<file path="src/rtl/tmr_pkg.sv">
package tmr_pkg;
  localparam int EN_BIT  = 31;
  localparam int PER_BIT = 30;
  localparam int CLR_BIT = 30;
  localparam int IRQ_BIT = 30;
  localparam int SEL_BIT = 2;

  typedef enum logic {
    SEL_LOAD = 1'b0,
    SEL_STAT = 1'b1
  } reg_sel_e;
endpackage

</file>
<file path="src/rtl/tmr_regs.sv">
module tmr_regs
  import tmr_pkg::*;
#(
  parameter int CNT_W  = 29,
  parameter int DATA_W = 32,
  parameter int ADDR_W = 3
) (
  input  logic              clk,
  input  logic              rst,
  input  logic              bus_wr,
  input  logic [ADDR_W-1:0] bus_addr,
  input  logic [DATA_W-1:0] bus_wdata,
  input  logic              expire,
  output logic              load_wr,
  output logic              clr_wr,
  output logic              run_en,
  output logic              per_mode,
  output logic [CNT_W-1:0]  reload_val
);
  reg_sel_e sel;
  logic [ADDR_W-1:0] unused_addr;
  logic [DATA_W-1:0] unused_wdata;

  assign unused_addr  = bus_addr;
  assign unused_wdata = bus_wdata;
  assign sel     = reg_sel_e'(bus_addr[SEL_BIT]);
  assign load_wr = bus_wr && (sel == SEL_LOAD);
  assign clr_wr  = bus_wr && (sel == SEL_STAT) && bus_wdata[CLR_BIT];

  always_ff @(posedge clk) begin
    if (rst) begin
      run_en     <= 1'b0;
      per_mode   <= 1'b0;
      reload_val <= '0;
    end else if (load_wr) begin
      run_en     <= bus_wdata[EN_BIT];
      per_mode   <= bus_wdata[PER_BIT];
      reload_val <= bus_wdata[CNT_W-1:0];
    end else if (expire && !per_mode) begin
      run_en     <= 1'b0;
    end
  end
endmodule

</file>
<file path="src/rtl/tmr_counter.sv">
module tmr_counter #(
  parameter int CNT_W = 29
) (
  input  logic             clk,
  input  logic             rst,
  input  logic             tick_en,
  input  logic             run_en,
  input  logic             per_mode,
  input  logic             load_wr,
  input  logic [CNT_W-1:0] load_val,
  input  logic [CNT_W-1:0] reload_val,
  output logic [CNT_W-1:0] count,
  output logic             expire
);
  logic at_zero;
  logic step;

  assign at_zero = (count == '0);
  assign step    = run_en && tick_en && !load_wr;
  assign expire  = step && at_zero;

  always_ff @(posedge clk) begin
    if (rst) begin
      count <= '0;
    end else if (load_wr) begin
      count <= load_val;
    end else if (step) begin
      if (!at_zero)     count <= count - 1'b1;
      else if (per_mode) count <= reload_val;
    end
  end
endmodule

</file>
<file path="src/rtl/tmr_irq.sv">
module tmr_irq (
  input  logic clk,
  input  logic rst,
  input  logic expire,
  input  logic clr_wr,
  output logic irq
);
  always_ff @(posedge clk) begin
    if (rst)         irq <= 1'b0;
    else if (expire) irq <= 1'b1;
    else if (clr_wr) irq <= 1'b0;
  end
endmodule

</file>
<file path="src/rtl/tick_timer_chan.sv">
module tick_timer_chan
  import tmr_pkg::*;
#(
  parameter int CNT_W  = 29,
  parameter int DATA_W = 32,
  parameter int ADDR_W = 3
) (
  input  logic              clk,
  input  logic              rst,
  input  logic              tick_en,
  input  logic              bus_wr,
  input  logic              bus_rd,
  input  logic [ADDR_W-1:0] bus_addr,
  input  logic [DATA_W-1:0] bus_wdata,
  output logic [DATA_W-1:0] bus_rdata,
  output logic              irq
);
  logic              load_wr;
  logic              clr_wr;
  logic              run_en;
  logic              per_mode;
  logic [CNT_W-1:0]  reload_val;
  logic [CNT_W-1:0]  count;
  logic              expire;
  logic [DATA_W-1:0] load_view;
  logic [DATA_W-1:0] stat_view;

  tmr_regs #(.CNT_W(CNT_W), .DATA_W(DATA_W), .ADDR_W(ADDR_W)) u_regs (
    .clk(clk), .rst(rst), .bus_wr(bus_wr), .bus_addr(bus_addr),
    .bus_wdata(bus_wdata), .expire(expire), .load_wr(load_wr),
    .clr_wr(clr_wr), .run_en(run_en), .per_mode(per_mode),
    .reload_val(reload_val)
  );

  tmr_counter #(.CNT_W(CNT_W)) u_cnt (
    .clk(clk), .rst(rst), .tick_en(tick_en), .run_en(run_en),
    .per_mode(per_mode), .load_wr(load_wr),
    .load_val(bus_wdata[CNT_W-1:0]), .reload_val(reload_val),
    .count(count), .expire(expire)
  );

  tmr_irq u_irq (
    .clk(clk), .rst(rst), .expire(expire), .clr_wr(clr_wr), .irq(irq)
  );

  always_comb begin
    load_view              = '0;
    load_view[CNT_W-1:0]   = reload_val;
    load_view[EN_BIT]      = run_en;
    load_view[PER_BIT]     = per_mode;
    stat_view              = '0;
    stat_view[CNT_W-1:0]   = count;
    stat_view[IRQ_BIT]     = irq;
  end

  always_ff @(posedge clk) begin
    if (rst)         bus_rdata <= '0;
    else if (bus_rd) bus_rdata <= bus_addr[SEL_BIT] ? stat_view : load_view;
  end
endmodule

</file>
<file path="config.mk">
export PLATFORM = sky130hd
export DESIGN_NAME = tick_timer_chan
export DESIGN_NICKNAME = d
export VERILOG_FILES = /design/src/rtl/tmr_pkg.sv /design/src/rtl/tmr_regs.sv /design/src/rtl/tmr_counter.sv /design/src/rtl/tmr_irq.sv /design/src/rtl/tick_timer_chan.sv
export SDC_FILE = /design/constraint.sdc
export NUM_CORES = 1
export LEC_CHECK = 0
export ABC_AREA = 1
export BUFFER_PORTS_ARGS = -buffer_cell sky130_fd_sc_hd__buf_2
export CORE_UTILIZATION = 54
export CTS_BUF_LIST = sky130_fd_sc_hd__clkbuf_4 sky130_fd_sc_hd__clkbuf_8
export CTS_CLUSTER_DIAMETER = 60
export DETAILED_ROUTE_END_ITERATION = 10
export GPL_ROUTABILITY_DRIVEN = 0
export GPL_TIMING_DRIVEN = 0
export PLACE_DENSITY = 0.76
export SETUP_SLACK_MARGIN = 0.1
export SLEW_MARGIN = 20
export SYNTH_ARGS = -nofsm -noshare
export SYNTH_HDL_FRONTEND = slang
export SYNTH_SLANG_ARGS = --single-unit
</file>
<file path="constraint.sdc">
create_clock -name clk -period 1.8 [get_ports clk]
set_input_delay 0.18 -clock clk [delete_from_list [all_inputs] [get_ports clk]]
set_output_delay 0.18 -clock clk [all_outputs]
set_load 0.05 [all_outputs]
</file>
==> results of run 1 <==
[where the power goes]
part	leakage, nW	internal (mW)	switching (mW)
Combinational	2.21	0.541	1.15
Clock	0.104	0.801	0.803
Sequential	0.761	2.18	0.130
[cells in the mapped netlist]
library cell / number / area (sq um)
nor2_2: 9 / 56.30
nor2_1: 86 / 322.8
inv_4: 1 / 6.260
nand3_1: 56 / 280.3
nand2_4: 3 / 33.78
dfxtp_1: 92 / 1842
ha_1: 1 / 12.51
nor3_1: 1 / 5.000
nand3_4: 1 / 17.52
buf_4: 5 / 37.54
clkbuf_1: 23 / 86.33
buf_6: 4 / 45.04
a21oi_1: 53 / 265.3
buf_2: 6 / 30.03
inv_2: 2 / 7.510
nand2_2: 1 / 6.260
nand2_1: 244 / 915.9
conb_1: 1 / 3.750
buf_1: 8 / 30.03
nor2_4: 2 / 22.52
o211ai_1: 60 / 450.4
nand4_1: 19 / 118.9
xor2_1: 8 / 70.07
inv_1: 111 / 416.7
o21ai_0: 10 / 50.05
nor2_8: 2 / 40.04
and2_1: 4 / 25.02
[worst reg2reg max path, stage by stage (launching register included)]
cell	delay, ns
dfxtp_2	0.38
nor2_2	0.16
nand2_2	0.11
nor2_8	0.18
nand2_4	0.08
nor2_8	0.13
inv_2	0.08
buf_6	0.14
nand2_1	0.07
nand2_1	0.06
nand2_1	0.07
nand3_1	0.09
and2_1	0.15
[through the flow]
stage / setup TNS (ns) / instances / cell area [sq um] / utilization (%) / setup WS (ns)
floorplan: 0 / 813 / 5210 / - / 0.1075
global placement: -4.774 / 1007 / 5697 / 61.36 / -0.2972
detailed placement: -5.788 / 1007 / 5697 / 61.36 / -0.3187
CTS: 0 / 1036 / 6123 / 65.96 / 0.06816
finish: 0 / 1041 / 6260 / 67.43 / 0.005739
global route: -0.6383 / 1041 / 6260 / 67.43 / -0.04243
[per-layer routing]
| metal | routed length (microns) | GRT usage [%] | part of all wire (%) |
|---|---|---|---|
| met1 | 7004 | 47.08 | 40 |
| met2 | 7709 | 55.17 | 44 |
| met3 | 2116 | 6.546 | 12 |
| met4 | 771 | 16.72 | 4.4 |
| met5 | 0 | 0 | 0 |
[layout make-up]
type / count / area, sq um
inverters: 114 / 435.4
fillers: 839 / 3024
multi-input cells: 562 / 2821
clock buffers: 10 / 131.4
clock inverters: 5 / 86.33
flip-flops and latches: 92 / 1856
plain buffers: 46 / 262.8
repair buffers: 83 / 505.5
well taps: 129 / 161.4
[cells by family (layout without fill, tap and decap cells)]
family | Yosys count | in the layout | share of synthesized area, %
AO/OA/AOI/OAI | 123 | 123 | 14.73
AND/OR/NAND/NOR | 428 | 429 | 35.48
buffers and inverters | 160 | 258 | 12.69
other | 1 | 1 | 0.07215
adder cells (fa/ha/maj) | 1 | 1 | 0.2407
XOR/XNOR | 8 | 8 | 1.348
flip-flops | 92 | 92 | 35.44
[sequential cells by signal, indices dropped and copies added (netlist names)]
signal / flops
u_regs.run_en: 1
u_regs.reload_val: 29
bus_rdata: 31
u_cnt.count: 29
u_irq.irq: 1
u_regs.per_mode: 1
[worst paths after layout]
check / cells past startpoint / endpoint
worst max-delay path: 12 / u_cnt.count[10]$_SDFFE_PP0P_
worst min-delay path: 3 / u_regs.reload_val[2]$_SDFFE_PP0P_
worst max register to register: 12 / u_cnt.count[10]$_SDFFE_PP0P_
worst min register to register: 2 / u_regs.reload_val[22]$_SDFFE_PP0P_
[what timing repair did]
| item | in CTS | in global routing |
|---|---|---|
| cloned | 2 | 2 |
| buffers inserted | 12 | 3 |
| endpoints found under the setup margin | 31 | 31 |
| resized for setup | 31 | 27 |
| pin swaps | 8 | 7 |
==> out/metrics.cfg, run 1 <==
[outcome]
outcome = completed

[setup_path]
r2r-start = u_cnt.count[6]$_SDFFE_PP0P_
rrSetupSlack_ns = 0.006
critPathTopFamily = simple AND/OR/NAND/NOR gates
worstPathRequired_ns = 2.07
crit_path_start = u_cnt.count[6]$_SDFFE_PP0P_
critPathKind = reg2reg
cpPeakStageDelay_ns = 0.38
crit_slowest_cell = dfxtp_2
path_cells = nor2_2 > nand2_2 > nor2_8 > nand2_4 > nor2_8 > inv_2 > buf_6 > nand2_1 > nand2_1 > nand2_1 > nand3_1 > and2_1
path_common_cell = nand2_1
crit_path_end_kind = register
cp.arrival_ns = 2.06
start_kind = register
path_buf_inv = 2
crit_fanout = 5

[clocking]
cts_tree = built
cts_buffer_depth = 2
cts_made_buffers = 9
cts_hold_buf = 0
clock_sinks = 92
clkTransAtPathRegs_ns = 0.10
root_buffer = clkbuf_8
htreeDepth = 3
clkLatencyLatePin_ns = 0.37

[yosys]
synth_warnings = 0
ys_seq_area_share_pct = 35.44
netlist_instances = 813
synth-seq-cells = 92
syn-num-nets = 854
synthDistinctLibCells = 27
netlist_area_sq_mm = 0.005197
postSynthAreaPerCell_sq_um = 6.393

[layout]
layout_common_cells = nand2_1, inv_1, dfxtp_1
layout_commonest_cell = nand2_1
syn_to_final_growth_pct = 20.44
drive_gt1_share_pct = 19.63
diodes = 0
nets = 949

[timing]
max_slew_margin_pct = 49.12
hold_ws_ns = 0.07229
max_freq_ghz = 0.5573
period_minus_slack_ns = 1.794
rsz0062_at_grt = yes
tightest_slew_ns = 0.7632
finalCritPeriodShare_pct = 99.68
slew_viol_final = 0
finalSetupViolCount = 0
worst_clock_skew_ns = 0.008854
final_hold_viol_count = 0

[global_route]
antenna_found_initial = 0
grt.total_usage_pct = 35.26
grt_pass1_vias = 5379
grt_max_degree = 16
overflow = 0
grt_pass1_wl_microns = 27340

[placed_design]
place_hpwl_microns = 11830
port_buffers = 65

[die]
core_sq_mm = 0.009284
num_rows = 35
initial_core_util_pct = 55.98
io_pins = 73
dieWidth_microns = 100.1
die_h_microns = 100.1
die_area_sq_mm = 0.01002

[route]
vias = 5911
drc_errors = 0
wl_microns = 17600
viasPerCell = 5.678
dr.pass1.iters = 6
drt_iter0_drc = 906
drt-wirelength-per-cell_microns = 16.91
detail-route-antenna-nets = 0

[power_and_ir_drop]
total_power_mw = 5.601
leakage_nw = 3.080
power_density_mw_per_mm2 = 894.7
peakVddDrop_mv = 0.5414

[worst_hold_path]
holdCritPathClass = in2reg
min-delay-start = bus_wdata[2]

[flow_run]
cap_violations = 0

Power figures use the tool's default switching activity.
==> inputs of run 2 (changes only) <==
--- a/config.mk
+++ b/config.mk
@@ -7,6 +7,7 @@
 export LEC_CHECK = 0
 export ABC_AREA = 1
 export BUFFER_PORTS_ARGS = -buffer_cell sky130_fd_sc_hd__buf_2
+export CORE_MARGIN = 3
 export CORE_UTILIZATION = 54
 export CTS_BUF_LIST = sky130_fd_sc_hd__clkbuf_4 sky130_fd_sc_hd__clkbuf_8
 export CTS_CLUSTER_DIAMETER = 60
==> run 2 against run 1 <==
Sequential share of layout area shrank 0.91 points. Count of clock-buffer cells in the layout down 1. Utilization up 2.5 points. Via count up 1.9%. Clock power shrank 3%. Setup slack better by 0.019 ns. Design area is 3.7% higher. Critical path type unchanged. Power increased by 0.83%. Fmax grew 1.1%. Sequential power about the same. Clock skew is essentially flat. Critical path depth fell by 1.
==> out/metrics.cfg, run 2 (synthesized netlist as in run 1, its figures left out) <==
[outcome]
outcome = completed  ; unchanged

[setup_path]
crit_fanout = 10  ; was 5
rrSetupSlack_ns = 0.02  ; was 0.006 ns
crit_path_end_kind = register  ; unchanged
r2r-start = u_cnt.count[25]$_SDFFE_PP0P_  ; was u_cnt.count[6]$_SDFFE_PP0P_
path_cells = nor2_2 > nand3_1 > nor2_2 > nand2_2 > nor2_8 > nand3_4 > nand2_8 > buf_8 > nand2_1 > nand2_1 > nor2_1  ; was nor2_2 > nand2_2 > nor2_8 > nand2_4 > nor2_8 > inv_2 > buf_6 > nand2_1 > nand2_1 > nand2_1 > nand3_1 > and2_1
critPathTopFamily = simple AND/OR/NAND/NOR gates  ; unchanged
rr_worst_depth = 11  ; was 12
r2r-end = u_cnt.count[28]$_SDFFE_PP0P_  ; was u_cnt.count[10]$_SDFFE_PP0P_
worstPathRequired_ns = 2.07  ; about the same
critPathKind = reg2reg  ; unchanged
start_kind = register  ; unchanged
path_buf_inv = 1  ; was 2
cp.arrival_ns = 2.04  ; was 2.06 ns
crit_slowest_cell = dfxtp_1  ; was dfxtp_2
cpPeakStageDelay_ns = 0.36  ; was 0.38 ns

[power_and_ir_drop]
peakVddDrop_mv = 0.4521  ; was 0.5414 mV
p_sw_mw = 2.102  ; was 2.080 mW
switching_share_pct = 37.22  ; was 37.13%
clockPowerShare_pct = 27.6  ; was 28.6%
p_int_mw = 3.545  ; was 3.521 mW
power_density_mw_per_mm2 = 870.3  ; was 894.7 mW/mm^2
p_comb_share_pct = 31.3  ; was 30.1%
leakage_nw = 3.143  ; was 3.080 nW
p_seq_share_pct = 41.1  ; was 41.2%
total_power_mw = 5.647  ; was 5.601 mW

[layout]
largest_reg_flops = 31  ; unchanged
finalNonFillerCells = 1046  ; was 1041
final-seq-area_sq_mm = 0.001864  ; was 0.001856 sq mm
top_register = bus_rdata  ; unchanged
diodes = 0  ; unchanged
syn_to_final_growth_pct = 24.84  ; was 20.44%
top_regs = bus_rdata: 31 flops, u_cnt.count: 29 flops, u_regs.reload_val: 29 flops  ; unchanged
nets = 954  ; was 949
multiInputGateArea_sq_mm = 0.002965  ; was 0.002821 sq mm
fin_area_sq_mm = 0.006489  ; was 0.006260 sq mm
drive_gt1_share_pct = 23.77  ; was 19.63%
layout_commonest_cell = nand2_1  ; unchanged
layout_common_cells = nand2_1, inv_1, dfxtp_1  ; unchanged
fillers = 829  ; was 839

[flow_run]
cap_violations = 0  ; unchanged

[die]
dieWidth_microns = 104.1  ; was 100.1 microns
die_h_microns = 104.1  ; was 100.1 microns
io_pins = 73  ; unchanged
num_rows = 35  ; unchanged
die_area_sq_mm = 0.01084  ; was 0.01002 sq mm
core_sq_mm = 0.009284  ; unchanged
initial_core_util_pct = 55.98  ; unchanged

[timing]
period_minus_slack_ns = 1.775  ; was 1.794 ns
final_hold_viol_count = 0  ; unchanged
slew_viol_final = 0  ; unchanged
worst_clock_skew_ns = 0.009304  ; was 0.008854 ns
tightest_slew_ns = 0.7878  ; was 0.7632 ns
max_freq_ghz = 0.5633  ; was 0.5573 GHz
rsz0062_at_grt = yes  ; unchanged
finalSetupViolCount = 0  ; unchanged
finalSetupTns_ns = 0  ; unchanged
max_slew_margin_pct = 47.48  ; was 49.12%
hold_ws_ns = 0.08086  ; was 0.07229 ns
finalCritPeriodShare_pct = 98.63  ; was 99.68%

[clocking]
cts_made_buffers = 9  ; unchanged
clock_sinks = 92  ; unchanged
clkLatencyLatePin_ns = 0.36  ; was 0.37 ns
clkTransAtPathRegs_ns = 0.10  ; about the same
root_buffer = clkbuf_8  ; unchanged
htreeDepth = 3  ; unchanged
cts_hold_buf = 0  ; unchanged
cts_buffer_depth = 2  ; unchanged
cts_tree = built  ; unchanged

[global_route]
grt_pass1_wl_microns = 26980  ; was 27340 microns
grt.total_usage_pct = 30.91  ; was 35.26%
grt_max_degree = 16  ; unchanged
grt_pass1_vias = 5282  ; was 5379
overflow = 0  ; unchanged
antenna_found_initial = 0  ; unchanged

[route]
drt_iter0_drc = 690  ; was 906
drt-wirelength-per-cell_microns = 17.08  ; was 16.91 microns
vias = 6022  ; was 5911
route.top_layer_used = met4  ; unchanged
wl_met3_microns = 2130  ; was 2116 microns
dr.pass1.iters = 7  ; was 6
wl_microns = 17860  ; was 17600 microns
drc_errors = 0  ; unchanged
drt-met1-wl_microns = 7055  ; was 7004 microns
viasPerCell = 5.757  ; was 5.678
met2_length_microns = 8010  ; was 7709 microns
detail-route-antenna-nets = 0  ; unchanged

[worst_hold_path]
hold_end = u_regs.reload_val[2]$_SDFFE_PP0P_  ; unchanged
hold_depth = 3  ; unchanged
holdCritPathClass = in2reg  ; unchanged
min-delay-start = bus_wdata[2]  ; unchanged

[placed_design]
placed_area_sq_mm = 0.005697  ; unchanged
port_buffers = 65  ; unchanged
place_hpwl_microns = 11930  ; was 11830 microns
dp.cells = 1007  ; unchanged

==> run 2: how the worst max path moves through the flow <==
stage                                               to                          from  cells after the start
final                     u_cnt.count[28]$_SDFFE_PP0P_  u_cnt.count[25]$_SDFFE_PP0P_                     11
after CTS                  u_cnt.count[1]$_SDFFE_PP0P_   u_cnt.count[1]$_SDFFE_PP0P_                     13
after floorplan           u_cnt.count[24]$_SDFFE_PP0P_   u_cnt.count[0]$_SDFFE_PP0P_                     12
after global placement      u_regs.run_en$_SDFFE_PP0P_   u_cnt.count[0]$_SDFFE_PP0P_                     11
after detailed placement    u_regs.run_en$_SDFFE_PP0P_   u_cnt.count[0]$_SDFFE_PP0P_                     11
after global routing       u_cnt.count[2]$_SDFFE_PP0P_  u_cnt.count[19]$_SDFFE_PP0P_                     12
==> run 2: layer usage <==
layer,track usage (%),up-vias
met1,41.73,2748
met3,4.593,65
met4,12.82,0
met2,49.49,411
li1,-,2798
met5,0,-
==> run 2: area by class of cell <==
class | count | share of cell area, %
buffer | 46 | 4.184
clock buffer | 9 | 1.909
clock inverter | 6 | 1.369
inverter | 114 | 6.826
multi-input combinational | 562 | 45.70
sequential | 92 | 28.73
tap | 129 | 2.487
timing repair buffer | 88 | 8.793
==> run 2: repair_timing <==
item / 4_1_cts / 5_1_grt
setup endpoints to repair: 31 / 31
gates resized for setup: 35 / 75
pin swaps: 6 / 13
cloned: 1 / 3
setup buffers: 12 / 8
==> run 2: per-stage QoR <==
step / util (%) / setup slack [ns]
global route: 69.89 / -0.02653
floorplan: - / 0.1075
finish: 69.89 / 0.02469
global placement: 61.36 / -0.2986
detailed placement: 61.36 / -0.3411
CTS: 65.96 / 0.09274
==> run 2: power by group through the flow <==
stage | clock [mW] | combinational [mW] | sequential [mW]
final | 1.56 | 1.77 | 2.32
after global routing | 1.65 | 1.90 | 2.33
after CTS | 1.55 | 1.54 | 2.30
after detailed placement | 0 | 1.45 | 2.33
after global placement | 0 | 1.43 | 2.33
after floorplan | 0 | 0.935 | 2.46
==> run 2: tightest hold or removal path, cell delays in order <==
cell	delay (ns)
buf_2	0.09
nand2_1	0.07
a21oi_1	0.06
